[src/rtl/bfs_pkg.sv]
package bfs_pkg;
  localparam int unsigned SEL_W   = 4;
  localparam int unsigned SEL_SRA = 0;
  localparam int unsigned SEL_SLL = 1;
  localparam int unsigned SEL_INS = 2;
  localparam int unsigned SEL_EXT = 3;

  typedef enum logic [2:0] {
    OP_SRL = 3'd0,
    OP_SRA = 3'd1,
    OP_SLL = 3'd2,
    OP_INS = 3'd3,
    OP_EXT = 3'd4
  } bfs_op_e;

  // priority: extract > insert > left > arithmetic right > logical right
  function automatic bfs_op_e bfs_decode(input logic [SEL_W-1:0] sel);
    if (sel[SEL_EXT])      return OP_EXT;
    else if (sel[SEL_INS]) return OP_INS;
    else if (sel[SEL_SLL]) return OP_SLL;
    else if (sel[SEL_SRA]) return OP_SRA;
    else                   return OP_SRL;
  endfunction
endpackage

[src/rtl/bfs_field_mask.sv]
module bfs_field_mask #(
  parameter int unsigned DATA_W = 32,
  localparam int unsigned SH_W  = $clog2(DATA_W)
) (
  input  logic [SH_W-1:0]   lo_i,
  input  logic [SH_W-1:0]   hi_i,
  output logic [DATA_W-1:0] span_mask_o,
  output logic [DATA_W-1:0] low_mask_o
);
  for (genvar i = 0; i < DATA_W; i++) begin : g_bit
    localparam logic [SH_W-1:0] POS = SH_W'(i);
    assign span_mask_o[i] = (lo_i <= POS) && (POS <= hi_i);
    assign low_mask_o[i]  = POS < hi_i;
  end
endmodule

[src/rtl/bfs_shift_stage.sv]
module bfs_shift_stage
  import bfs_pkg::*;
#(
  parameter int unsigned DATA_W = 32,
  localparam int unsigned SH_W  = $clog2(DATA_W)
) (
  input  logic [SEL_W-1:0]  op_sel_i,
  input  logic [DATA_W-1:0] src_i,
  input  logic [SH_W-1:0]   shamt_i,
  input  logic [SH_W-1:0]   width_i,
  output bfs_op_e           op_o,
  output logic [DATA_W-1:0] shv_o,
  output logic [DATA_W-1:0] mask_o
);
  logic [DATA_W-1:0] span_mask, low_mask, srl_v, sra_v, sll_v;

  bfs_field_mask #(.DATA_W(DATA_W)) u_mask (
    .lo_i       (shamt_i),
    .hi_i       (width_i),
    .span_mask_o(span_mask),
    .low_mask_o (low_mask)
  );

  assign op_o  = bfs_decode(op_sel_i);
  assign srl_v = src_i >> shamt_i;
  assign sra_v = DATA_W'($signed(src_i) >>> shamt_i);
  assign sll_v = src_i << shamt_i;

  always_comb begin
    unique case (op_o)
      OP_SRA:         shv_o = sra_v;
      OP_SLL, OP_INS: shv_o = sll_v;
      default:        shv_o = srl_v;
    endcase
    mask_o = (op_o == OP_EXT) ? low_mask : span_mask;
  end
endmodule

[src/rtl/bfs_merge.sv]
module bfs_merge
  import bfs_pkg::*;
#(
  parameter int unsigned DATA_W = 32
) (
  input  bfs_op_e           op_i,
  input  logic [DATA_W-1:0] shv_i,
  input  logic [DATA_W-1:0] mask_i,
  input  logic [DATA_W-1:0] dst_i,
  output logic [DATA_W-1:0] res_o
);
  always_comb begin
    unique case (op_i)
      OP_EXT:  res_o = shv_i & mask_i;
      OP_INS:  res_o = (shv_i & mask_i) | (dst_i & ~mask_i);
      default: res_o = shv_i;
    endcase
  end
endmodule

[src/rtl/bfs_unit.sv]
module bfs_unit
  import bfs_pkg::*;
#(
  parameter int unsigned DATA_W   = 32,
  parameter bit          AREA_OPT = 1'b0,
  localparam int unsigned SH_W    = $clog2(DATA_W),
  localparam int unsigned LAT     = AREA_OPT ? 2 : 1
) (
  input  logic              clk_i,
  input  logic              rst_ni,
  input  logic              valid_i,
  input  logic [SEL_W-1:0]  op_sel_i,
  input  logic [DATA_W-1:0] src_i,
  input  logic [DATA_W-1:0] dst_i,
  input  logic [SH_W-1:0]   imm_shift_i,
  input  logic [SH_W-1:0]   imm_width_i,
  output logic              valid_o,
  output logic [DATA_W-1:0] result_o
);
  bfs_op_e           s0_op,   m_op;
  logic [DATA_W-1:0] s0_shv,  m_shv;
  logic [DATA_W-1:0] s0_mask, m_mask;
  logic [DATA_W-1:0] m_dst,   m_res;
  logic              m_valid;

  bfs_shift_stage #(.DATA_W(DATA_W)) u_shift (
    .op_sel_i(op_sel_i),
    .src_i   (src_i),
    .shamt_i (imm_shift_i),
    .width_i (imm_width_i),
    .op_o    (s0_op),
    .shv_o   (s0_shv),
    .mask_o  (s0_mask)
  );

  if (AREA_OPT) begin : g_mid
    // split between shift and merge; data regs load only on issue
    always_ff @(posedge clk_i or negedge rst_ni) begin
      if (!rst_ni) begin
        m_valid <= 1'b0;
        m_op    <= OP_SRL;
        m_shv   <= '0;
        m_mask  <= '0;
        m_dst   <= '0;
      end else begin
        m_valid <= valid_i;
        if (valid_i) begin
          m_op   <= s0_op;
          m_shv  <= s0_shv;
          m_mask <= s0_mask;
          m_dst  <= dst_i;
        end
      end
    end
  end else begin : g_direct
    assign m_valid = valid_i;
    assign m_op    = s0_op;
    assign m_shv   = s0_shv;
    assign m_mask  = s0_mask;
    assign m_dst   = dst_i;
  end

  bfs_merge #(.DATA_W(DATA_W)) u_merge (
    .op_i  (m_op),
    .shv_i (m_shv),
    .mask_i(m_mask),
    .dst_i (m_dst),
    .res_o (m_res)
  );

  always_ff @(posedge clk_i or negedge rst_ni) begin
    if (!rst_ni) begin
      valid_o  <= 1'b0;
      result_o <= '0;
    end else begin
      valid_o <= m_valid;
      if (m_valid) result_o <= m_res;
    end
  end

  assert_valid_lat_R10: assert property (@(posedge clk_i) disable iff (!rst_ni)
    valid_i |-> ##LAT valid_o);
  assert_idle_lat_R10: assert property (@(posedge clk_i) disable iff (!rst_ni)
    !valid_i |-> ##LAT !valid_o);
  assert_ext_zero_R7: assert property (@(posedge clk_i) disable iff (!rst_ni)
    (valid_i && op_sel_i[SEL_EXT] && imm_width_i == '0) |-> ##LAT (result_o == '0));
  assert_ins_empty_R9: assert property (@(posedge clk_i) disable iff (!rst_ni)
    (valid_i && op_sel_i[SEL_INS] && !op_sel_i[SEL_EXT] && imm_width_i < imm_shift_i)
      |-> ##LAT (result_o == $past(dst_i, LAT)));
  assert_sra_zero_R5: assert property (@(posedge clk_i) disable iff (!rst_ni)
    (valid_i && op_sel_i == SEL_W'(1 << SEL_SRA) && imm_shift_i == '0)
      |-> ##LAT (result_o == $past(src_i, LAT)));
endmodule

[config.mk]
export PLATFORM = sky130hd
export DESIGN_NAME = bfs_unit
export DESIGN_NICKNAME = d
export VERILOG_FILES = /design/src/rtl/bfs_pkg.sv /design/src/rtl/bfs_field_mask.sv /design/src/rtl/bfs_shift_stage.sv /design/src/rtl/bfs_merge.sv /design/src/rtl/bfs_unit.sv
export SDC_FILE = /design/constraint.sdc
export NUM_CORES = 1
export LEC_CHECK = 0
export BUFFER_PORTS_ARGS = -buffer_cell sky130_fd_sc_hd__buf_2
export CORE_ASPECT_RATIO = 0.9
export CORE_MARGIN = 8
export CORE_UTILIZATION = 25
export DETAILED_ROUTE_END_ITERATION = 8
export GPL_TIMING_DRIVEN = 0
export PLACE_DENSITY = 0.42
export SLEW_MARGIN = 20
export SYNTH_ARGS = -nofsm -noshare
export SYNTH_HDL_FRONTEND = slang
export SYNTH_HIERARCHICAL = 1
export SYNTH_SLANG_ARGS = --single-unit
[constraint.sdc]
create_clock -name clk_i -period 1.1 [get_ports clk_i]
set_input_delay 0.22 -clock clk_i [delete_from_list [all_inputs] [get_ports clk_i]]
set_output_delay 0.22 -clock clk_i [all_outputs]
set_load 0.02 [all_outputs]
Word level (Yosys, flattened, before mapping)
Index checks and enable logic that the tools add are counted.
Word-level totals
  flip-flop bits (word level): 33
  input port bits: 81
  output and inout port bits: 33
Operators by class
  order comparisons: 96
  equal/unequal tests: 4
  shifts and indexed selects: 3
  muxes and demuxes: 7
  bitwise gates (word level): 4
  reduce and logical (&&, ||, !) cells: 33
Operators with widths (number)
  32-bit one-hot mux with 2 select lines: 2
  5-bit <= comparator, first input constant: 16
  5-bit <= comparator, second input constant: 16
  5-bit less-than comparator, first input constant: 16
  32-bit bitwise AND: 2
  4-bit by 5-bit <= comparator with 1-bit output, first input constant: 8
  5-bit by 4-bit <= comparator with 1-bit output, second input constant: 8
  4-bit by 5-bit less-than comparator with 1-bit output, first input constant: 8
  1-bit logical AND: 32
  32-bit two-way mux: 1
  32-bit NOT: 1
  32-bit bitwise OR: 1
  32-bit by 5-bit left shift with 32-bit output: 1
  32-bit by 5-bit >> shifter with 32-bit output: 1
  32-bit by 5-bit >>> shifter with 32-bit output: 1
  3-bit by 5-bit <= comparator with 1-bit output, first input constant: 4
  5-bit by 3-bit <= comparator with 1-bit output, second input constant: 4
  3-bit by 5-bit less-than comparator with 1-bit output, first input constant: 4
  1-bit by 5-bit <= comparator with 1-bit output, first input constant: 2
  2-bit by 5-bit <= comparator with 1-bit output, first input constant: 2
  5-bit by 1-bit <= comparator with 1-bit output, second input constant: 2
  5-bit by 2-bit <= comparator with 1-bit output, second input constant: 2
  1-bit by 5-bit less-than comparator with 1-bit output, first input constant: 2
  2-bit by 5-bit less-than comparator with 1-bit output, first input constant: 2
  6 further kinds: 9

Longest topological paths before layout
  word-level depth: 10
  depth in mapped cells: 12
  depth with buffers taken out: 9

By module
The synthesis kept the hierarchy.
Modules (own cells, without submodules)
  bfs_shift_stage: times used 1, cells each 551, area an instance 4798.4 sq um, sequential area each 0.0 sq um
  bfs_unit: times used 1, cells each 69, area an instance 1370.1 sq um, sequential area each 825.8 sq um
  bfs_merge: times used 1, cells each 178, area an instance 1152.4 sq um, sequential area each 0.0 sq um
  bfs_field_mask: times used 1, cells each 117, area an instance 654.4 sq um, sequential area each 0.0 sq um

Least setup slack after synthesis
OpenSTA, ideal clock, no wires.
  path type: input port to flip-flop
  start: input port imm_shift_i[0]
  end: register result_o[26]
  arrival: 2283 ps
  required time: 975 ps
  setup slack: -1309 ps
  stages on the path: 10
  cells stage by stage: buf_6 > buf_12 > mux4_2 > a22oi_1 > nor3_1 > a311o_1 > o32a_1 > a21oi_1 > a221oi_2 > mux2_4
Between the ends
  elaborated cells between the ends (all ways): 12
  classes of those cells: 1 x order compare; 3 x shift; 3 x mux; 4 x bitwise; 1 x reduce/logical
RTL lines
  start, declared: RTL line bfs_unit.sv:15  | input logic [SH_W-1:0] imm_shift_i,
  32-bit by 5-bit >> shifter with 32-bit output (tied with other cells): RTL line bfs_shift_stage.sv:25  | assign srl_v = src_i >> shamt_i;
  32-bit one-hot mux with 2 select lines *: RTL line bfs_shift_stage.sv:30  | unique case (op_o)
  named net m_shv[26]: RTL line bfs_unit.sv:21  | logic [DATA_W-1:0] s0_shv, m_shv;
  32-bit bitwise AND: RTL line bfs_merge.sv:14, bfs_merge.sv:15
  32-bit bitwise OR: RTL line bfs_merge.sv:15  | OP_INS: res_o = (shv_i & mask_i) | (dst_i & ~mask_i);
  32-bit one-hot mux with 2 select lines *: RTL line bfs_merge.sv:13  | unique case (op_i)
  named net m_res[26]: RTL line bfs_unit.sv:23  | logic [DATA_W-1:0] m_dst, m_res;
  end signal, assigned: RTL line bfs_unit.sv:77  | if (m_valid) result_o <= m_res;
  end, declared: RTL line bfs_unit.sv:18  | output logic [DATA_W-1:0] result_o
Mark *: on every way through the listed nets, which the timed path passes. The rest lies on a longest branch.
A chain may end at the register's enable or synchronous reset.

Worst setup path after layout
  start: input port imm_shift_i[0]
  end: register result_o[17]
Same word-level chain as after synthesis.

==> flow_metrics.py <==
metrics = {
    "drt": {
        "ant_nets": 0,
        "drcViolationCount": 0,
        "drt-initial-drc-count": 999,
        "vias": 8966,
        "wl_um": 40800,
        "dr.pass1.iters": 5,
        "wl_per_cell_um": 27.2,
        "vias_per_cell": 5.98,
    },
    "pwr": {
        "p_total_uw": 9120,
        "ir_drop_v": 0.000461,
        "power.density_mw_per_mm2": 817,
        "leakage_uw": 0.00452,
    },
    "sta": {
        "final_max_slew_viol_count": 0,
        "fin_crit_sh": 2.35,
        "relSlewSlack": 0.421,
        "hold_violations": 0,
        "fin_ws_ns": -1.48,
        "fin_skew_ns": 0,
        "rsz0062_at_grt": "yes",
        "setup_viol": 32,
        "finalHoldWorstSlack_ns": 0.0268,
        "fmax_mhz": 387,
        "setup_tns_ns": -42.35,
        "tightest_slew_ns": 0.868,
        "final.min_clock_period_ns": 2.58,
    },
    "synth": {
        "synth_edf_count": 0,
        "synth_compound_area_frac": 0.266,
        "syn_nets": 996,
        "synth_fa_ha_area_frac": 0,
        "synth_simple_gate_area_frac": 0.138,
        "netlist_top_cells_area": "mux4_2, dfrtp_1, mux2i_1",
        "yosysWarnings": 6,
        "synth_top_family_by_area": "multiplexers",
        "yosysMostFrequentCell": "nor2_1",
        "synthMuxAreaShare": 0.396,
        "synth-seq-cells": 33,
        "synthCells": 915,
        "syn_area_per_cell_um2": 8.72,
        "synth_seq_area_share": 0.104,
        "async_flop_share": 1.00,
        "synth_area_mm2": 0.00798,
        "synthDistinctLibCells": 77,
        "synth_largest_area_cell": "mux4_2",
        "ys_top_cells_by_count": "nor2_1, mux2i_1, a21oi_1",
        "synth-main-ff-cell": "dfrtp_1",
        "synthXorXnorAreaFrac": 0,
        "synth_top_area_frac": 0.152,
    },
    "outcome": {
        "violations": "negative setup slack",
        "outcome": "finished, violations left",
    },
    "cells_and_area": {
        "diodes": 0,
        "drive_gt1_frac": 0.550,
        "area_growth_pct": 40.1,
        "fin_nets": 1163,
    },
    "floorplanning": {
        "die-area_mm2": 0.0379,
        "core_mm2": 0.0317,
        "chipWidth_um": 204,
        "die_height_um": 185,
        "initial_core_util": 0.252,
        "rows": 62,
        "io_pins": 114,
    },
    "global_route": {
        "grt_max_degree": 34,
        "grt_pass1_wl_um": 58500,
        "antenna_found_initial": 0,
        "first_global_vias": 8587,
        "use_met3": 0.0540,
        "use_met1": 0.281,
        "grt_overflow_total": 0,
        "grt_util_met2": 0.304,
        "grt_usage": 0.205,
        "busiest_layer": "met2",
    },
    "setup_path": {
        "critPathKind": "in -> reg",
        "crit_chain": "buf_12, buf_8, buf_12, buf_12, mux4_2, mux2i_4, o22ai_2, or4_4, o21a_4, a21oi_2, a221oi_2, mux2_4",
        "r2r_setup_slack_ns": 0.21,
        "critPathTopFamily": "multiplexers",
        "crit_top_cell": "buf_12",
        "cp_data_required_time_ns": 1.26,
        "slowest_delay_ns": 0.56,
        "arrival_ns": 2.75,
        "critPathCaptureType": "flop",
        "cp_max_fo": 6,
        "cp-start-kind": "input port",
        "critical-path-slowest-cell": "mux4_2",
        "path_buf_inv": 4,
    },
    "clock_tree": {
        "clk_latency_ns": 0.28,
        "cts_buffers": 5,
        "clk_pin_slew_ns": 0.06,
        "ctsRootBufferMaster": "clkbuf_16",
        "cts.sinks": 33,
        "cts-htree-levels": 2,
        "cts_max_path_buffers": 2,
        "tritoncts": "yes",
        "cts_hold_buf": 0,
    },
    "placement": {
        "dp_slack_ns": -2.62,
        "hpwl_um": 30900,
        "portBuffers": 109,
        "place.gp.congestion": 1.03,
    },
    "min_path": {
        "hold_path_class": "in -> async",
    },
    "job": {
        "drv_cap": 0,
    },
}
==> worst reg2reg max path, stage by stage, from the launching register on <==
cell     delay (ns)
dfrtp_1        0.39
buf_4          0.13
mux2_4         0.26
==> layout make-up <==
cell class | count | area [um2]
fillers | 3273 | 20500
multi-input cells | 741 | 7480
clock buffers | 7 | 153
plain buffers | 95 | 885
clock inverters | 1 | 5.00
well taps | 416 | 520
repair buffers | 161 | 1120
flip-flops and latches | 33 | 826
inverters | 45 | 174
==> where the power goes <==
part	leakage (uW)	switching (uW)	internal, uW
sequential	0.000428	106	1400
clock	0.0000799	581	961
combinational	0.00401	3420	2660
==> flip-flops by register name, indices dropped and copies added, names as in the netlist <==
name      cells
result_o     32
valid_o       1
==> layer usage <==
metal  vias up  share of wire
met1      4462           0.43
met4         0          0.041
met2       535           0.43
met5         -              0
met3        96          0.098
li1       3873              -
==> worst paths after layout <==
check | startpoint | to | cells after the start
max | imm_shift_i[0] | result_o[17] | 12
min | rst_ni | result_o[9] | 1
max reg2reg | result_o[25] | result_o[25] | 2
min reg2reg | result_o[11] | result_o[11] | 1
max in group asynchronous | rst_ni | result_o[18] | 1
min in group clk_i | valid_i | valid_o | 1
==> kinds of logic (layout without fill, tap and decap cells) <==
family / after synthesis / after routing
flip-flops: 33 / 33
AND/OR/NAND/NOR: 230 / 230
multiplexers: 225 / 225
other: 1 / 1
AO/OA/AOI/OAI: 285 / 285
buffers and inverters: 141 / 309
==> cell usage in the layout, fill, tap and decap left out, types with 17 or more instances in the layout <==
master,synthesis,final
a21oi_1,63,34
mux4_2,54,54
a21oi_2,0,26
buf_2,25,114
o21ai_1,14,23
mux2_4,30,51
nor2_1,82,71
buf_4,6,44
o21ai_0,50,17
buf_6,11,28
inv_1,43,43
mux2_2,55,37
dfrtp_1,33,33
nand2_1,55,50
o21ai_2,0,24
a221oi_2,31,31
mux2i_1,79,49
==> metrics by stage <==
step	instances	utilization	cell area, um2
6_report	1499	0.353	11200
2_1_floorplan	915	-	8240
4_1_cts	1484	0.338	10700
3_5_place_dp	1440	0.294	9310
3_3_place_gp	1440	0.294	9310
5_1_grt	1499	0.353	11200
==> what timing repair did <==
action,CTS,global route
buffers inserted,32,15
endpoints found under the setup margin,32,34
gates resized for setup,213,92
cloned,4,2
pin swaps,33,40
No activity file was read; power rests on OpenSTA's default activity.
